**src/rtl/font_expander.sv**
```systemverilog
module font_expander #(
  parameter int PIX_W  = 4,
  parameter int DATA_W = 16
) (
  input  logic        clk,
  input  logic        rst_n,
  input  logic        we,
  input  logic        byte_acc,
  input  logic [3:0]  addr,
  input  logic [15:0] wdata,
  output logic [15:0] rdata
);
  localparam int PIX_PER_WORD = DATA_W / PIX_W;
  localparam int N_WORDS      = DATA_W / PIX_PER_WORD;
  localparam int HALF         = DATA_W / 2;

  logic [PIX_W-1:0]  col0_q, col1_q;
  logic [DATA_W-1:0] pat_q;
  logic [N_WORDS-1:0][DATA_W-1:0] exp_word;
  logic [DATA_W-1:0] word_rd;

  wire sel_col = (addr[3:1] == 3'd0);
  wire sel_pat = (addr[3:1] == 3'd1);
  wire sel_exp = addr[3];

  always_ff @(posedge clk) begin
    if (!rst_n) begin
      col0_q <= '0;
      col1_q <= '0;
      pat_q  <= '0;
    end else if (we) begin
      if (sel_col && (!byte_acc || addr[0])) begin
        col0_q <= wdata[PIX_W-1:0];
        col1_q <= wdata[2*PIX_W-1:PIX_W];
      end
      if (sel_pat) begin
        if (!byte_acc)
          pat_q <= wdata[DATA_W-1:0];
        else if (addr[0])
          pat_q[HALF-1:0] <= wdata[HALF-1:0];
        else
          pat_q[DATA_W-1:HALF] <= wdata[HALF-1:0];
      end
    end
  end

  for (genvar w = 0; w < N_WORDS; w++) begin : g_word
    for (genvar p = 0; p < PIX_PER_WORD; p++) begin : g_pix
      assign exp_word[w][p*PIX_W +: PIX_W] =
        pat_q[DATA_W - PIX_PER_WORD*(w+1) + p] ? col1_q : col0_q;
    end
  end

  always_comb begin
    word_rd = '0;
    if (sel_exp)      word_rd = exp_word[addr[2:1]];
    else if (sel_pat) word_rd = pat_q;
    else if (sel_col) word_rd = {{(DATA_W-2*PIX_W){1'b0}}, col1_q, col0_q};
  end

  assign rdata = !byte_acc ? word_rd :
                 {{HALF{1'b0}}, addr[0] ? word_rd[HALF-1:0] : word_rd[DATA_W-1:HALF]};

  a_r7_exp_write_ignored: assert property (@(posedge clk) disable iff (!rst_n)
    (we && sel_exp) |=> ($stable(pat_q) && $stable(col0_q) && $stable(col1_q)));

  a_r3_pattern_word_write: assert property (@(posedge clk) disable iff (!rst_n)
    (we && !byte_acc && sel_pat) |=> (pat_q == $past(wdata)));

  a_r6_low_byte_keeps_high: assert property (@(posedge clk) disable iff (!rst_n)
    (we && byte_acc && sel_pat && addr[0]) |=> (pat_q[DATA_W-1:HALF] == $past(pat_q[DATA_W-1:HALF])));

  a_r6_colour_high_byte_void: assert property (@(posedge clk) disable iff (!rst_n)
    (we && byte_acc && sel_col && !addr[0]) |=> ($stable(col0_q) && $stable(col1_q)));

  a_r5_byte_read_upper_zero: assert property (@(posedge clk) disable iff (!rst_n)
    byte_acc |-> (rdata[DATA_W-1:HALF] == '0));

  a_r4_nibbles_are_colours: assert property (@(posedge clk) disable iff (!rst_n)
    (sel_exp && !byte_acc) |-> ((rdata[3:0] == col0_q || rdata[3:0] == col1_q) &&
                               (rdata[15:12] == col0_q || rdata[15:12] == col1_q)));
endmodule

```
**config.mk**
```make
export PLATFORM = sky130hd
export DESIGN_NAME = font_expander
export DESIGN_NICKNAME = d
export VERILOG_FILES = /design/src/rtl/font_expander.sv
export SDC_FILE = /design/constraint.sdc
export NUM_CORES = 1
export LEC_CHECK = 0
export ABC_AREA = 1
export BUFFER_PORTS_ARGS = -buffer_cell sky130_fd_sc_hd__buf_4
export CAP_MARGIN = 20
export CORE_ASPECT_RATIO = 0.7
export CORE_UTILIZATION = 45
export CTS_CLUSTER_DIAMETER = 60
export DETAILED_ROUTE_END_ITERATION = 6
export GPL_ROUTABILITY_DRIVEN = 0
export HOLD_SLACK_MARGIN = 0.12
export PLACE_DENSITY_LB_ADDON = 0.12
export SYNTH_ARGS = -nofsm -noshare
export SYNTH_HDL_FRONTEND = slang
export SYNTH_SLANG_ARGS = --single-unit
```
**constraint.sdc**
```tcl
create_clock -name clk -period 1.7 [get_ports clk]
set_clock_uncertainty 0.2 [all_clocks]
set_input_delay 0.17 -clock clk [delete_from_list [all_inputs] [get_ports clk]]
set_output_delay 0.17 -clock clk [all_outputs]
set_load 0.01 [all_outputs]
```
==> impl_metrics.py <==
metrics = {
    "status": {
        "run_status": "finished with violations",
        "failed_checks": "negative setup slack",
    },
    "clock_tree": {
        "cts_buffers": 3,
        "clkTransAtPathRegs_ns": 0.09,
        "cts.path.max_buffers": 2,
        "clock_sinks": 24,
        "cts-htree-levels": 1,
        "cts_tree": "built",
        "insertion_delay_ns": 0.27,
        "cts_root_buffer": "clkbuf_8",
    },
    "logic_synthesis": {
        "synthDistinctLibCells": 25,
        "netlist_top_cells_count": "nand2_1 (234), nand3_1 (56), inv_1 (45), a21oi_1 (31), o21ai_0 (28)",
        "ys_ff_latch": 24,
        "synthesis.nets": 521,
        "synth_flop_cell": "dfxtp_1",
        "yosysSeqAreaShare_pct": 18.13,
        "async_reset_ff_share_pct": 0,
        "ys.warnings.count": 0,
        "synth_enable_flop_cells": 0,
        "synth_area_leaders": "nand2_1 (33%), dfxtp_1 (18%), nand3_1 (11%)",
        "synth_top_area_cell": "nand2_1",
        "synthDominantCellAreaShare_pct": 33.14,
        "syn_area_um2": 2650,
        "syn_inst": 497,
        "syn_area_per_cell_um2": 5.332,
        "post-synth-top-count-cell": "nand2_1",
    },
    "timing": {
        "worst_pin_slew_ns": 0.3641,
        "postLayoutSetupSlackWorst_ns": -0.3093,
        "setup_violations": 16,
        "rsz0062_at_grt": "true",
        "fin_setup_tns_ns": -2.975,
        "layout_min_cycle_time_ns": 2.009,
        "fmax_mhz": 497.7,
        "slew_headroom_pct": 75.47,
        "finalCritPeriodShare_pct": 118.2,
        "worst_hold_slack_ns": 0.1719,
        "final-hold-violation-count": 0,
        "drv_slew": 0,
    },
    "floorplan": {
        "die_area_um2": 6205,
        "io_pins": 40,
        "core_area_um2": 5450,
        "start_util_pct": 48.62,
        "dieHeight_um": 66.21,
        "die_x_um": 93.72,
        "rows": 22,
    },
    "worst_hold_path": {
        "hold_end": "pat_q[11]$_SDFFE_PN0P_",
        "hp-class": "primary input to flip-flop",
        "holdCritStartpoint": "byte_acc",
        "hold_depth": 5,
    },
    "flow_run": {
        "maxCapViolCount": 0,
    },
    "cells_and_area": {
        "areaGrowthSynthToFinish_pct": 41.88,
        "finalNonFillerCells": 659,
        "stdcell_area_um2": 3760,
        "final_core_util_pct": 68.99,
        "nets": 612,
        "drive_gt1_share_pct": 27.60,
        "n_antenna_cell": 0,
    },
    "pwr": {
        "power_mw": 1.610,
        "power.density_nw_per_um2": 428.3,
        "p_leak_nw": 2.026,
        "irDropWorstVdd_mv": 0.3762,
    },
    "placed_design": {
        "dp_cells": 630,
        "port-buffer-count": 39,
        "dpl_cell_area_um2": 3303,
        "dp.final_hpwl_um": 7006,
        "preCtsSetupSlack_ns": -0.006672,
    },
    "setup_path": {
        "worstPathMaxFanout": 5,
        "r2r_cells": 4,
        "cp-end-kind": "output port",
        "r2r_slack_ns": 0.53,
        "worstPathRequired_ns": 1.33,
        "critPathLaunchType": "flip-flop",
        "r2r-start": "col1_q[2]$_SDFFE_PN0P_",
        "arrival_ns": 1.64,
        "critPathKind": "flip-flop to output port",
        "rr_endpoint": "col1_q[2]$_SDFFE_PN0P_",
    },
    "detailed_routing": {
        "ant_nets": 0,
        "routed_via_density": 5.615,
        "drc": 0,
        "routed_wirelength_um": 9912,
        "dr.pass1.iters": 5,
        "num_vias": 3700,
        "first_iter_violations": 505,
        "wl_per_cell_um": 15.04,
    },
    "global_routing": {
        "grt_max_degree": 25,
        "grt_use_total_pct": 33.86,
        "grt_pass1_vias": 3318,
        "antenna_found_initial": 0,
        "grt_pass1_wl_um": 16320,
        "grt-ovfl-total": 0,
    },
}
-- cell families after synthesis --
kind of cell / count (synthesis) / share of synthesized area (%)
buf+inv: 82 / 14.83
compound gates: 87 / 18.13
flops: 24 / 18.13
simple gates: 304 / 48.91
-- worst max-delay path by stage --
stage / start / end / slack, ns / cells after the start
after global routing: col1_q[2]$_SDFFE_PN0P_ / rdata[6] / -0.40 / 12
after global placement: addr[2] / rdata[1] / 0.01 / 12
after floorplan: col1_q[1]$_SDFFE_PN0P_ / rdata[13] / 0.13 / 9
final: col1_q[2]$_SDFFE_PN0P_ / rdata[6] / -0.31 / 12
after CTS: col1_q[2]$_SDFFE_PN0P_ / rdata[6] / -0.22 / 12
after detailed placement: addr[2] / rdata[1] / -0.007 / 12
-- state kept, by name (all words and copies together) (netlist names) --
| name | flops |
|---|---|
| col0_q | 4 |
| pat_q | 16 |
| col1_q | 4 |
-- report_power, final --
group / internal, mW / switching, mW / leakage (nW)
clock network: 0.207 / 0.193 / 0.0288
registers: 0.578 / 0.0259 / 0.204
logic: 0.270 / 0.336 / 1.79
-- cell usage in the layout, fill, tap and decap left out, types with 2 or more instances in the layout --
cell / count
a21oi_1: 26
dfxtp_2: 14
nand2_2: 16
nor2_8: 4
clkinv_2: 3
nand3_1: 53
inv_1: 40
clkinv_4: 2
clkinvlp_4: 2
buf_12: 6
o211ai_1: 13
o21ai_1: 5
o22ai_1: 2
a31oi_1: 8
dfxtp_1: 7
nand2_1: 222
clkbuf_8: 4
buf_4: 81
nand3_2: 3
buf_6: 7
nor2_1: 4
o21ai_0: 28
dlygate4sd3_1: 17
a21oi_2: 5
dfxtp_4: 3
inv_2: 6
-- what timing repair did --
action / in CTS / in global routing
pin swaps: 12 / 6
resized for setup: 43 / 17
hold buffers: 17 / 0
buffers inserted: 3 / 1
cloned: 3 / 1
setup endpoints to repair: 16 / 16
hold endpoints to repair: 24 / 0
-- routing by layer --
layer  global-route usage (%)  wire (µm)  up-vias
met1                    45.86       4311     1669
li1                         -          -     1765
met3                    7.356       1304       18
met5                        0          0        -
met2                    53.92       4142      248
met4                    9.231        153        0
-- layout make-up --
type / instances / area, µm²
fill: 491 / 1690
timing repair inverter: 1 / 7.507
inverter: 54 / 227.7
tap: 72 / 90.09
timing repair buffer: 113 / 1030
clock buffer: 4 / 55.05
sequential: 24 / 509.2
multi-input combinational: 391 / 1841
-- critical path, stage by stage (launching register included) --
cell      delay, ns
dfxtp_2        0.37
clkinv_4       0.11
buf_12         0.16
nand2_1        0.10
nand3_2        0.10
nand2_2        0.09
nand2_1        0.05
nand2_1        0.06
nand2_1        0.06
nand2_1        0.06
nand2_1        0.04
nand2_1        0.06
buf_4          0.11
No activity file was read; power rests on OpenSTA's default activity.
